===== src/rtl/cedp_pkg.sv =====
package cedp_pkg;

    // Edge test applied to each synchronized sample
    typedef enum logic {
        EDGE_ANY  = 1'b0,
        EDGE_RISE = 1'b1
    } edge_mode_e;

    // Sticky coincidence latch machine
    typedef enum logic {
        LATCH_EMPTY = 1'b0,
        LATCH_SET   = 1'b1
    } latch_state_e;

    localparam int unsigned NUM_MON = 2;

endpackage


===== src/rtl/cedp_sync.sv =====
module cedp_sync #(
    parameter int unsigned STAGES = 2
) (
    input  logic clk,
    input  logic rst,
    input  logic din,
    output logic dout
);
    localparam int unsigned LAST = STAGES - 1;

    logic [LAST:0] chain;

    always_ff @(posedge clk) begin
        if (rst) begin
            chain <= '0;
        end else begin
            chain[0] <= din;
            for (int i = 1; i <= int'(LAST); i++) begin
                chain[i] <= chain[i-1];
            end
        end
    end

    assign dout = chain[LAST];
endmodule


===== src/rtl/cedp_edge.sv =====
module cedp_edge
    import cedp_pkg::*;
(
    input  logic       clk,
    input  logic       rst,
    input  logic       smp,
    input  edge_mode_e mode,
    output logic       det,
    output logic       strobe
);
    logic prev_q;

    // compare current synchronized sample with the one from last cycle
    always_comb begin
        unique case (mode)
            EDGE_ANY:  det = smp ^ prev_q;
            EDGE_RISE: det = smp & ~prev_q;
            default:   det = 1'b0;
        endcase
    end

    // history reloads every cycle regardless of outcome
    always_ff @(posedge clk) begin
        if (rst) begin
            prev_q <= 1'b0;
            strobe <= 1'b0;
        end else begin
            prev_q <= smp;
            strobe <= det;
        end
    end
endmodule


===== src/rtl/cedp_latch_fsm.sv =====
module cedp_latch_fsm
    import cedp_pkg::*;
(
    input  logic clk,
    input  logic rst,
    input  logic set_req,
    input  logic clr_req,
    output logic held
);
    latch_state_e state_q, state_d;

    // next-state and output decode
    always_comb begin
        state_d = state_q;
        held    = 1'b0;
        unique case (state_q)
            LATCH_EMPTY: begin
                if (set_req) state_d = LATCH_SET;          // SET_ON_COIN
            end
            LATCH_SET: begin
                held = 1'b1;
                if (clr_req && !set_req) state_d = LATCH_EMPTY; // CLEAR_ON_REQ
            end
            default: state_d = LATCH_EMPTY;
        endcase
    end

    // state register
    always_ff @(posedge clk) begin
        if (rst) state_q <= LATCH_EMPTY;
        else     state_q <= state_d;
    end
endmodule


===== src/rtl/cedp_counter.sv =====
module cedp_counter #(
    parameter int unsigned CNT_W = 8
) (
    input  logic             clk,
    input  logic             rst,
    input  logic             inc,
    output logic [CNT_W-1:0] count
);
    localparam logic [CNT_W-1:0] CNT_MAX = '1;

    always_ff @(posedge clk) begin
        if (rst)                          count <= '0;
        else if (inc && count != CNT_MAX) count <= count + 1'b1;
    end
endmodule


===== src/rtl/coin_edge_det.sv =====
module coin_edge_det
    import cedp_pkg::*;
#(
    parameter int unsigned SYNC_STAGES = 2,
    parameter int unsigned CNT_W       = 8
) (
    input  logic             clk_smp,
    input  logic             rst,
    input  logic             mon_a,
    input  logic             mon_b,
    input  logic             mode_rise,
    input  logic             qual_x,
    input  logic             qual_y,
    input  logic             tog_in,
    input  logic             clr_held,
    output logic             edge_a,
    output logic             edge_b,
    output logic             coin_pulse,
    output logic             tog_out,
    output logic             coin_held,
    output logic [CNT_W-1:0] coin_count
);
    logic [NUM_MON-1:0] mon_raw;
    logic [NUM_MON-1:0] mon_smp;
    logic [NUM_MON-1:0] mon_det;
    logic [NUM_MON-1:0] mon_stb;
    logic               coin_hit;
    edge_mode_e         mode_sel;

    assign mon_raw  = {mon_b, mon_a};
    assign mode_sel = edge_mode_e'(mode_rise);

    for (genvar g = 0; g < NUM_MON; g++) begin : g_mon
        cedp_sync #(.STAGES(SYNC_STAGES)) u_sync (
            .clk  (clk_smp),
            .rst  (rst),
            .din  (mon_raw[g]),
            .dout (mon_smp[g])
        );
        cedp_edge u_edge (
            .clk    (clk_smp),
            .rst    (rst),
            .smp    (mon_smp[g]),
            .mode   (mode_sel),
            .det    (mon_det[g]),
            .strobe (mon_stb[g])
        );
    end

    assign edge_a   = mon_stb[0];
    assign edge_b   = mon_stb[1];
    assign coin_hit = (&mon_det) & qual_x & qual_y;

    always_ff @(posedge clk_smp) begin
        if (rst) begin
            coin_pulse <= 1'b0;
            tog_out    <= 1'b0;
        end else begin
            coin_pulse <= coin_hit;
            tog_out    <= coin_hit ? ~tog_in : tog_in;
        end
    end

    cedp_latch_fsm u_latch (
        .clk     (clk_smp),
        .rst     (rst),
        .set_req (coin_hit),
        .clr_req (clr_held),
        .held    (coin_held)
    );

    cedp_counter #(.CNT_W(CNT_W)) u_cnt (
        .clk   (clk_smp),
        .rst   (rst),
        .inc   (coin_hit),
        .count (coin_count)
    );
endmodule


===== config.mk =====
export PLATFORM = sky130hd
export DESIGN_NAME = coin_edge_det
export DESIGN_NICKNAME = d
export VERILOG_FILES = /design/src/rtl/cedp_pkg.sv /design/src/rtl/cedp_sync.sv /design/src/rtl/cedp_edge.sv /design/src/rtl/cedp_latch_fsm.sv /design/src/rtl/cedp_counter.sv /design/src/rtl/coin_edge_det.sv
export SDC_FILE = /design/constraint.sdc
export NUM_CORES = 1
export LEC_CHECK = 0
export BUFFER_PORTS_ARGS = -buffer_cell sky130_fd_sc_hd__buf_2
export CAP_MARGIN = 20
export CORE_MARGIN = 5
export CORE_UTILIZATION = 50
export DETAILED_ROUTE_END_ITERATION = 8
export PLACE_DENSITY = 0.76
export SYNTH_ARGS = -nofsm -noshare
export SYNTH_HDL_FRONTEND = slang
export SYNTH_SLANG_ARGS = --single-unit

===== constraint.sdc =====
create_clock -name clk_smp -period 2 [get_ports clk_smp]
set_input_delay 0.6 -clock clk_smp [delete_from_list [all_inputs] [get_ports clk_smp]]
set_output_delay 0.6 -clock clk_smp [all_outputs]
set_load 0.005 [all_outputs]

* Word level (Yosys, flattened, before mapping) *
Index checks and enable logic that the tools add are counted.

storage, ports and cells
  logic and storage cells = 34
  input bits = 9
  bits in writable memories = 0
  bits in read-only memories = 0
  output and inout bits = 13
  register bits after elaboration = 19
  bits in latches = 0
  memories kept = 0

cells by class
  add/subtract/negate cells = 1
  mux-type cells = 7
  reductions and logical operators = 4
  shift operators = 0
  magnitude comparators = 0
  equal/unequal tests = 1
  bitwise logic cells = 11
  multipliers = 0
  div/mod/pow operators = 0

operators by type and width
  kind                                                           count
  8-bit by 1-bit adder with 8-bit output, second input constant  1
  8-bit != test, second input constant                           1
  1-bit case mux with 2 select lines                             3
  1-bit inverter                                                 5
  1-bit bitwise AND                                              4
  1-bit 2-to-1 mux                                               4
  1-bit logical AND                                              2
  2-bit AND reduction                                            1
  1-bit bitwise XOR                                              2
  1-bit zero test                                                1

* Depth between registers and ports, before layout *
Gate-level depths: netlist of the first run.

  word-level depth = 10
  gate-level depth with buffers = 7
  mapped depth without buffers = 6

* By module *
A second synthesis of the first run with hierarchy kept.

second synthesis, totals
  cell total of the unflattened synthesis = 83
  area, all modules = 830.8 sq um

modules (own cells, without submodules)
  module          cells each  sequential area each (sq um)  instances  area each (sq um)
  cedp_counter    46          160.2                         1          430.4
  cedp_edge       9           40.0                          2          85.1
  cedp_sync       4           40.0                          2          52.6
  coin_edge_det   7           40.0                          1          86.3
  cedp_latch_fsm  4           20.0                          1          38.8

* Least setup slack after synthesis of the first run *
OpenSTA, ideal clock, no wires.

  kind = flip-flop to flip-flop
  start point = reg g_mon[1].u_edge.prev_q
  end point = reg u_cnt.count[5]
  cell stages (with the launch flop) = 7
  arrival = 1.524 ns
  data required time = 1.877 ns
  buffers on the path = 0
  period minus slack after synthesis = 1.647 ns
  setup time = 0.123 ns
  slack = 0.353 ns
  cells stage by stage = dfxtp_1 > inv_1 > ha_1 > or2b_2 > o2111ai_4 > nor4_1 > mux2_1

on the way
  cells in the longest elaborated chain, start to end = 7
  elaborated cells between the ends (all ways) = 8
  classes of those cells = 1 x mux; 5 x bitwise; 2 x reduce/logical

ends and longest elaborated chain
  element                               line                 source
  start: declaration                    cedp_edge.sv:11      logic prev_q;
  start signal: assignment              cedp_edge.sv:28      prev_q <= smp;
  1-bit inverter                        cedp_edge.sv:17      EDGE_RISE: det = smp & ~prev_q;
  1-bit bitwise AND                     cedp_edge.sv:17
  1-bit case mux with 2 select lines *  cedp_edge.sv:15      unique case (mode)
  2-bit AND reduction *                 coin_edge_det.sv:52  assign coin_hit = (&mon_det) & qual_x & qual_y;
  1-bit bitwise AND * (2 in series)     coin_edge_det.sv:52
  1-bit logical AND *                   cedp_counter.sv:13   else if (inc && count != CNT_MAX) count <= count + 1'b1;
  end signal: assignment                cedp_counter.sv:13
  end: declaration                      cedp_counter.sv:7    output logic [CNT_W-1:0] count

Mark *: on every way between the ends. The rest lies on a longest branch, timed or not.
A chain may end at the register's enable or synchronous reset.

* Final worst setup path of the first run *
Same ends and word-level chain as after synthesis.

==> impl_results.md, run 1 <==
- Min Hold Slack: approximately 0.45 ns
- RSZ-0062 raised after global routing: no
- Tcrit/Tclk final: 0.9457
- Worst Path Required: 2.19 ns
- Asr flop ratio synth: 0
- Post-CTS Hold Buffers: 0
- Non-filler instance count after layout: between 100 and 150
- GPL Wtd Cong: 0.8050
- # fillers: 137
- Die X: 50.98 um
- Reg2Reg Depth: 6
- FMAX: 528.7 MHz
- Largest net degree at the start of global routing: 19
- Critical path class: register to register
- Antenna violations before repair: 0
- Synth cell types: 33
- Final #Nets: 121
- IO buf count: 21
- DRT antenna net count: 0
- Total Die Area: ~2600 um2
- Io pins: 22
- CP startpoint: g_mon[1].u_edge.prev_q
- Share of cells above drive strength 1: 0.2593
- Clock Sinks: 19
- Hold depth: 1
- Total Wirelength: about 1700 um
- Worst vdd ir: 0.0005113 V
- Internal: 485.3 uW
- Rows: 14
- Vias in the first global route: 643
- Switch share: 0.2272
- Outcome: finished, final reports clean
- Avg Inst Size Synth: 9.650 um2
- H-tree depth: 1
- Lkg Pwr: 0.0003974 uW
- CTS tree: built
- Register area share after synthesis: 0.4531
- Top FF cell, synth: dfxtp_1
- Pre-Repair DR Iteration Count: 4
- DR vias/cell: 5.992
- Clk root buf: clkbuf_4
- Total track usage: 0.1305
- DRC viols: 0
- Crit path DAT: between 2 and 2.5 ns
- Max Clock Skew: 0.002319 ns
- Setup_tns: 0 ns
- Critical path startpoint category: register
- Fin. Hold Viols: 0
- Num CTS Buffers: 3
- Worst hold path class: register to register
- Detailed-route wire length per cell: 13.51 um
- Total congestion overflow: 0
- Combinational group share of total power: 0.083
- PD cells: 645.2 nW/um2
- Relative slew slack: 0.5694
- Starting Density: 0.5446
- Clock group share of total power: 0.296
- Maximum buffer depth of the clock tree: 2
- Area grow syn2layout: 15.95%
- Finished Cell Area: 973.4 um2
- DR iter-0 viols: 18
- Estimated wirelength of the detail-placed design: ~1200 um
- Core box area: 1541 um2
- Final Slew Violations: 0
- Clk_lat worst skew: 0.29 ns
- Ys Warns: 0
- Placed insts: 120
- FF-to-FF Start: g_mon[1].u_edge.prev_q
- First-pass GRT wire length: 2670 um
- Worst-margin pin slew: 0.6459 ns
- Die H: 50.98 um
- Crit path max fanout: 16
- DR vias: 743
- Flop pwr share: 0.621
- Cell area after synthesis: 839.6 um2
- Placed cell area: between 900 and 1000 um2
- Ant. Diodes: 0
- Syn Nets: 99
- Fin crit period: 1.891 ns
- EDFF count, synth: 0
- Critical path capture point type: register
- Net Sw Power: 142.7 uW
- Max-Cap Viols: 0
- Final setup fails: 0
- Syn Inst Count: 87
- Reg clk slew, reported paths: 0.10 ns
- Flops & latches, synth: 19
- Hold Crit Start: g_mon[0].u_sync.chain[0]
-- worst max-delay path, cell delays in order, from the launching register on --
cell	delay, ns
dfxtp_1	0.32
inv_1	0.04
ha_1	0.27
or2b_2	0.19
o2111ai_4	0.24
nor4_2	0.39
mux2_1	0.34
-- layout make-up --
class	count	area, um2	share of cell area
inverter	7	26.28	0.02699
sequential	19	380.4	0.3907
multi-input combinational	57	415.4	0.4267
timing repair buffer	21	105.1	0.1080
tap	16	20.02	0.02057
clock buffer	4	26.28	0.02699
-- cells in the mapped netlist, drive strengths merged (3+ instances only) --
cell / instances / area [um2]
o31ai: 5 / 37.54
o21ai: 4 / 23.77
nand2b: 3 / 18.77
nor2b: 7 / 43.79
dfxtp: 19 / 380.4
inv: 7 / 26.28
a21oi: 5 / 25.02
nor2: 3 / 11.26
or4: 3 / 22.52
ha: 3 / 37.54
-- logic make-up after synthesis --
family | count (synthesis) | synth area share
DFF | 19 | 0.4530
muxes | 1 | 0.01341
AOI/OAI and AO/OA | 23 | 0.2176
and+or+nand+nor | 30 | 0.2116
buffers and inverters | 11 | 0.05961
adders and majority gates | 3 | 0.04471
-- metal layers --
metal  part of all wire  track usage  up-vias
met1               0.43       0.1503      352
met5                  0            0        -
met4             0.0084      0.03404        0
li1                   -            -      365
met3              0.097      0.07267        2
met2               0.47       0.2087       24
-- layout by cell type, fill, tap and decap left out, types with 2 or more instances in the layout --
| master | n |
|---|---|
| nand3_1 | 2 |
| ha_1 | 3 |
| nor2_1 | 3 |
| clkbuf_4 | 3 |
| dfxtp_1 | 19 |
| nand4_1 | 2 |
| a21oi_1 | 5 |
| inv_1 | 7 |
| buf_2 | 21 |
| o311ai_1 | 2 |
| o21ai_0 | 3 |
| o31ai_1 | 5 |
| nand2b_1 | 3 |
| nor2b_1 | 7 |
| or4_1 | 3 |
| nand2_1 | 2 |
-- power by group through the flow --
stage                     clock (uW)  sequential [uW]  combinational (uW)
final                            186              390                52.3
after global routing             211              391                58.4
after CTS                        193              390                52.0
after detailed placement           0              399                51.6
after global placement             0              399                49.9
after floorplan                    0              399                34.1
-- registers in the layout, summed over array words and instances, names as in the netlist --
name / count
g_mon.u_sync.chain: 4
u_latch.state_q: 1
tog_out: 1
coin_pulse: 1
g_mon.u_edge.prev_q: 2
u_cnt.count: 8
g_mon.u_edge.strobe: 2
-- through the flow --
stage | worst slack (ns) | utilization | power (uW)
after global placement | 0.1115 | 0.6104 | 448.8
after floorplan | 0.3525 | - | 433.5
after global routing | 0.006987 | 0.6315 | 660.4
final | 0.1086 | 0.6315 | 628.1
after detailed placement | -0.003924 | 0.6104 | 450.7
after CTS | 0.06767 | 0.6274 | 635.7
-- what timing repair did --
item / in CTS / in global routing
buffers inserted: 0 / 0
setup endpoints to repair: 0 / 1
resized for setup: 0 / 1
-- worst paths after layout --
kind / slack (ns) / to
min: 0.45 / g_mon[0].u_sync.chain[1]
min reg2reg: 0.45 / g_mon[0].u_sync.chain[1]
max reg2reg: 0.11 / u_cnt.count[5]
max: 0.11 / u_cnt.count[5]
(Power assumes the default switching activity.)
==> run 2, diff against run 1 <==
--- a/config.mk
+++ b/config.mk
@@ -11,6 +11,7 @@
 export CORE_UTILIZATION = 50
 export DETAILED_ROUTE_END_ITERATION = 8
 export PLACE_DENSITY = 0.76
+export SETUP_SLACK_MARGIN = 0.2
 export SYNTH_ARGS = -nofsm -noshare
 export SYNTH_HDL_FRONTEND = slang
 export SYNTH_SLANG_ARGS = --single-unit
==> impl_results.md, run 2 (synthesized netlist as in run 1, its figures left out) <==
- Worst-margin pin slew: 0.6440 ns (-0.001865 ns)
- Worst Path Required: 2.23 ns (+0.04 ns)
- Clk_lat worst skew: 0.29 ns (about the same)
- Critical path class: register to register
- Final #Nets: 125 (+3.3%)
- Most frequent cells in the layout: buf_2, dfxtp_1, nor2b_1
- GPL Wtd Cong: 0.8050 (unchanged)
- Clock group share of total power: 0.290 (-0.006)
- DRC viols: 0 (unchanged)
- Largest Register: u_cnt.count
- FMAX: 574.2 MHz (+8.6%)
- Area grow syn2layout: 23.40%
- Maximum buffer depth of the clock tree: 2 (unchanged)
- Setup_tns: 0 ns (unchanged)
- Lkg Pwr: 0.0004162 uW (+4.7%)
- Crit path max fanout: 5 (-11)
- Combinational group share of total power: 0.102 (+0.019)
- Final setup fails: 0 (unchanged)
- Crit path DAT: 1.97 ns (-0.11 ns)
- Internal: 491.1 uW (+1.2%)
- Clock Sinks: 19 (unchanged)
- CTS tree: built
- DR vias: 739 (-0.54%)
- Total track usage: 0.1335 (+0.002994)
- Total Die Area: 2598 um2 (unchanged)
- Most common cell after layout, fill and taps aside: buf_2
- Final Slew Violations: 0 (unchanged)
- Setup WS post-layout: 0.2583 ns (+0.1497 ns)
- Relative slew slack: 0.5706 (+0.001244)
- R2R Setup Slk: 0.26 ns (+0.15 ns)
- Post-CTS Hold Buffers: 0 (unchanged)
- Largest net degree at the start of global routing: 19 (unchanged)
- Detailed-route wire length per cell: 14.59 um (+8.0%)
- Pre-CTS worst setup slack: -0.003924 ns (unchanged)
- Max Clock Skew: 0.003176 ns (+0.0008570 ns)
- Net Sw Power: 150.6 uW (+5.5%)
- Outcome: finished, final reports clean
- Clk root buf: clkbuf_4
- Ant. Diodes: 0 (unchanged)
- Switch share: 0.2347 (+0.007489)
- Core box area: 1541 um2 (unchanged)
- Reg clk slew, reported paths: 0.10 ns (about the same)
- H-tree depth: 1 (unchanged)
- Io pins: 22 (unchanged)
- Flop pwr share: 0.608 (-0.013)
- Rows: 14 (unchanged)
- Total congestion overflow: 0 (unchanged)
- DR vias/cell: 5.773 (-3.6%)
- Starting Density: 0.5446 (unchanged)
- Worst vdd ir: 0.0005261 V (+2.9%)
- Num CTS Buffers: 3 (unchanged)
- Fin. Hold Viols: 0 (unchanged)
- First-pass GRT wire length: 2732 um (+2.3%)
- Tcrit/Tclk final: 0.8708 (-0.07484)
- Share of cells above drive strength 1: 0.3304 (+0.07110)
- DR iter-0 viols: 12 (-6)
- Max-Cap Viols: 0 (unchanged)
- IO buf count: 21 (unchanged)
- Critical path capture point type: register
- Biggest regs: u_cnt.count (8), g_mon.u_sync.chain (4)
- RSZ-0062 raised after global routing: yes
- Max FFs per register: 8 (unchanged)
- Worst hold path class: register to register
- PD cells: 619.4 nW/um2 (-4.0%)
- Antenna violations before repair: 0 (unchanged)
- DRT antenna net count: 0 (unchanged)
- Critical path startpoint category: register
- Pre-Repair DR Iteration Count: 4 (unchanged)
- Die X: 50.98 um (unchanged)
- Vias in the first global route: 663 (+3.1%)
- Fin crit period: 1.742 ns (-0.1497 ns)
- Die H: 50.98 um (unchanged)
- Estimated wirelength of the detail-placed design: 1221 um (unchanged)
- Total Wirelength: 1868 um (+12%)
-- run 2: critical path, stage by stage (launching register included) --
cell and delay (ns):
dfxtp_2 0.33, inv_2 0.03, ha_1 0.25, or2b_4 0.25
o2111ai_4 0.14, or4_4 0.56, a21oi_2 0.12
-- run 2: final cells by class --
| class | count | area (um2) |
|---|---|---|
| clock buffer | 4 | 26.28 |
| fill | 127 | 505.5 |
| inverter | 7 | 26.28 |
| multi-input combinational | 58 | 454.2 |
| sequential | 19 | 381.6 |
| tap | 16 | 20.02 |
| timing repair buffer | 24 | 127.6 |
-- run 2: final timing paths --
check / cells after the start / to / start
setup / recovery: 6 / u_cnt.count[3] / g_mon[1].u_edge.prev_q
setup reg to reg: 6 / u_cnt.count[3] / g_mon[1].u_edge.prev_q
hold / removal: 1 / g_mon[0].u_sync.chain[1] / g_mon[0].u_sync.chain[0]
hold reg to reg: 1 / g_mon[0].u_sync.chain[1] / g_mon[0].u_sync.chain[0]
-- run 2: power by group through the flow --
stage          clock (uW)  combinational, uW  sequential, uW
6_report              186               65.4             390
5_1_grt               211               71.9             391
4_1_cts               193               54.6             390
3_5_place_dp            0               51.6             399
3_3_place_gp            0               49.9             399
2_1_floorplan           0               34.1             399
-- run 2: layer usage --
| metal | global-route usage | routed length, um | vias up |
|---|---|---|---|
| met5 | 0 | 0 | - |
| met4 | 0.03404 | 13 | 0 |
| met3 | 0.07267 | 137 | 2 |
| met2 | 0.2231 | 912 | 18 |
| met1 | 0.1467 | 805 | 349 |
| li1 | - | - | 370 |
-- run 2: metrics by stage --
| step | hold slack (ns) | std cells | total power, uW | cell area [um2] | util |
|---|---|---|---|---|---|
| after floorplan | 0.4138 | 87 | 433.5 | 839.6 | - |
| after global placement | 0.4190 | 120 | 448.8 | 940.9 | 0.6104 |
| after detailed placement | 0.4289 | 120 | 450.7 | 940.9 | 0.6104 |
| after CTS | 0.4553 | 126 | 638.3 | 988.4 | 0.6412 |
| after global routing | 0.4621 | 128 | 673.8 | 1036 | 0.6721 |
| final | 0.4484 | 128 | 641.7 | 1036 | 0.6721 |
-- run 2: timing repair --
| item | CTS | global route |
|---|---|---|
| setup buffers | 2 | 1 |
| resized for setup | 1 | 7 |
| gates cloned | 0 | 1 |
| setup endpoints to repair | 5 | 7 |
| hold endpoints to repair | 0 | 0 |
| pin swaps | 1 | 4 |
==> run 3, diff against run 2 <==
--- a/config.mk
+++ b/config.mk
@@ -5,7 +5,7 @@
 export SDC_FILE = /design/constraint.sdc
 export NUM_CORES = 1
 export LEC_CHECK = 0
-export BUFFER_PORTS_ARGS = -buffer_cell sky130_fd_sc_hd__buf_2
+export BUFFER_PORTS_ARGS = -buffer_cell sky130_fd_sc_hd__clkbuf_2
 export CAP_MARGIN = 20
 export CORE_MARGIN = 5
 export CORE_UTILIZATION = 50
==> impl_results.md, run 3 (synthesized netlist as in run 1, its figures left out) <==
- Outcome: finished, final reports clean
- Die X: 50.98 um (unchanged)
- Combinational group share of total power: 0.107 (+0.005)
- DR iter-0 viols: 20 (+8)
- Estimated wirelength of the detail-placed design: 1194 um (-2.3%)
- Hold depth: 1 (unchanged)
- First-pass GRT wire length: 2946 um (+7.8%)
- CTS tree: built
- Total congestion overflow: 0 (unchanged)
- Vias in the first global route: 678 (+2.3%)
- Starting Density: 0.5446 (unchanged)
- Met3 WL: 185 um (+35%)
- Total Die Area: 2598 um2 (unchanged)
- Maximum buffer depth of the clock tree: 2 (unchanged)
- Die H: 50.98 um (unchanged)
- Met2 Wirelength: 839 um (-8.0%)
- Post-CTS Hold Buffers: 0 (unchanged)
- Min Hold Slack: 0.4528 ns (+0.004446 ns)
- Most common cell after layout, fill and taps aside: clkbuf_2
- Clock group share of total power: 0.290 (about the same)
- Critical path startpoint category: register
- PD cells: 608.0 nW/um2 (-1.8%)
- Internal: 495.7 uW (+0.95%)
- M1 WL: 773 um (-4.0%)
- Antenna violations before repair: 0 (unchanged)
- Lkg Pwr: 0.0004211 uW (+1.2%)
- Top routing layer in use: met4
- Num CTS Buffers: 3 (unchanged)
- Share of cells above drive strength 1: 0.3391 (+0.008773)
- Worst Path Required: 2.23 ns (about the same)
- Final #Nets: 128 (+2.4%)
- Ant. Diodes: 0 (unchanged)
- Reg-to-reg endpoint: u_cnt.count[4]
- Clk root buf: clkbuf_4
- Crit path max fanout: 5 (unchanged)
- Critical path capture point type: register
- Pre-Repair DR Iteration Count: 4 (unchanged)
- FMAX: 577.5 MHz (+0.58%)
- Final setup fails: 0 (unchanged)
- DR vias: 767 (+3.8%)
- Setup_tns: 0 ns (unchanged)
- Worst-margin pin slew: 0.5978 ns (-0.04616 ns)
- Io pins: 22 (unchanged)
- Critical path class: register to register
- GPL Wtd Cong: 0.7756 (-3.7%)
- Largest net degree at the start of global routing: 19 (unchanged)
- Clk_lat worst skew: 0.29 ns (about the same)
- Fin. Hold Viols: 0 (unchanged)
- Largest Register: u_cnt.count
- Reg2Reg Depth: 5 (-1)
- IO buf count: 21 (unchanged)
- RSZ-0062 raised after global routing: no
- Final Slew Violations: 0 (unchanged)
- Rows: 14 (unchanged)
- Net Sw Power: 153.2 uW (+1.7%)
- Reg clk slew, reported paths: 0.10 ns (about the same)
- Detailed-route wire length per cell: 13.85 um (-5.1%)
- Hold EP: g_mon[0].u_sync.chain[1]
- Tcrit/Tclk final: 0.8658 (-0.005057)
- Max Clock Skew: 0.003467 ns (+0.0002906 ns)
- Hold Crit Start: g_mon[0].u_sync.chain[0]
- Most frequent cells in the layout: clkbuf_2, dfxtp_1, nor2b_1
- Fin crit period: 1.732 ns (-0.01011 ns)
- DRC viols: 0 (unchanged)
- H-tree depth: 1 (unchanged)
- Clock Sinks: 19 (unchanged)
- DR vias/cell: 5.855 (+1.4%)
- R2R Setup Slk: 0.27 ns (about the same)
- Biggest regs: u_cnt.count (8), g_mon.u_sync.chain (4)
- Crit path DAT: 1.96 ns (about the same)
- Worst vdd ir: 0.0004729 V (-10%)
- Max FFs per register: 8 (unchanged)
- Total Wirelength: 1815 um (-2.8%)
- FF-to-FF Start: g_mon[1].u_sync.chain[1]
- Switch share: 0.2361 (+0.001320)
- Area grow syn2layout: 27.12%
- Relative slew slack: 0.6014 (+0.03078)
- Flop pwr share: 0.603 (-0.005)
- DRT antenna net count: 0 (unchanged)
- Total track usage: 0.1470 (+0.01351)
- Core box area: 1541 um2 (unchanged)
- Worst hold path class: register to register
- Max-Cap Viols: 0 (unchanged)
==> run 3: cell count changes in the layout (fill, tap and decap cells not counted) <==
| cell | previous run | this run |
|---|---|---|
| a21oi_1 | 4 | 5 |
| a21oi_2 | 1 | 0 |
| buf_2 | 21 | 0 |
| buf_4 | 3 | 5 |
| buf_6 | 0 | 1 |
| clkbuf_2 | 0 | 21 |
| ha_1 | 3 | 2 |
| ha_4 | 0 | 1 |
| or4_1 | 2 | 3 |
| or4_4 | 1 | 0 |
==> run 3: timing repair <==
item | in CTS | in global routing
resized for setup | 2 | 6
endpoints found under the setup margin | 5 | 7
setup buffers | 3 | 2
pin swaps | 1 | 6
cloned | 0 | 1
==> run 3: layout make-up <==
cell class                 instances  area, um2
fill                             114      474.2
sequential                        19      381.6
timing repair buffer              27      153.9
clock buffer                       4      26.28
multi-input combinational         58      459.2
tap                               16      20.02
inverter                           7      26.28
==> run 3: worst max-delay path by stage <==
| stage | from | end | slack, ns |
|---|---|---|---|
| final | g_mon[1].u_sync.chain[1] | u_cnt.count[4] | 0.27 |
| after global routing | g_mon[1].u_sync.chain[1] | u_cnt.count[7] | 0.19 |
| after CTS | g_mon[1].u_edge.prev_q | u_cnt.count[6] | 0.24 |
| after detailed placement | mode_rise | u_cnt.count[5] | 0.04 |
| after global placement | mode_rise | u_cnt.count[5] | 0.12 |
| after floorplan | g_mon[1].u_edge.prev_q | u_cnt.count[5] | 0.35 |
==> run 3: power by group through the flow <==
stage | Combinational [uW] | Clock (uW) | Sequential [uW]
after global routing | 76.0 | 216 | 392
after floorplan | 34.1 | 0 | 399
after CTS | 58.5 | 196 | 390
final | 69.3 | 188 | 391
after detailed placement | 54.1 | 0 | 399
after global placement | 51.9 | 0 | 399
==> run 3: layer usage <==
metal	up-vias	track usage
met1	347	0.1833
li1	378	-
met2	40	0.2293
met4	0	0.04681
met3	2	0.06105
met5	-	0
==> run 3: stage by stage <==
stage	util	instance area (um2)	std cells	worst slack [ns]	power [uW]
final	0.6924	1067	131	0.2684	648.9
after global routing	0.6924	1067	131	0.1938	684.4
after CTS	0.6526	1006	128	0.2424	645.0
after detailed placement	0.6153	948.4	121	0.04067	453.4
after global placement	0.6153	948.4	121	0.1208	451.0
after floorplan	-	839.6	87	0.3525	433.5
==> run 3: worst max-delay path: stages, from the launching register on <==
cell and delay (ns):
dfxtp_1 0.41, ha_4 0.22, or2b_4 0.23, o2111ai_4 0.14, or4_1 0.53, a21oi_1 0.15
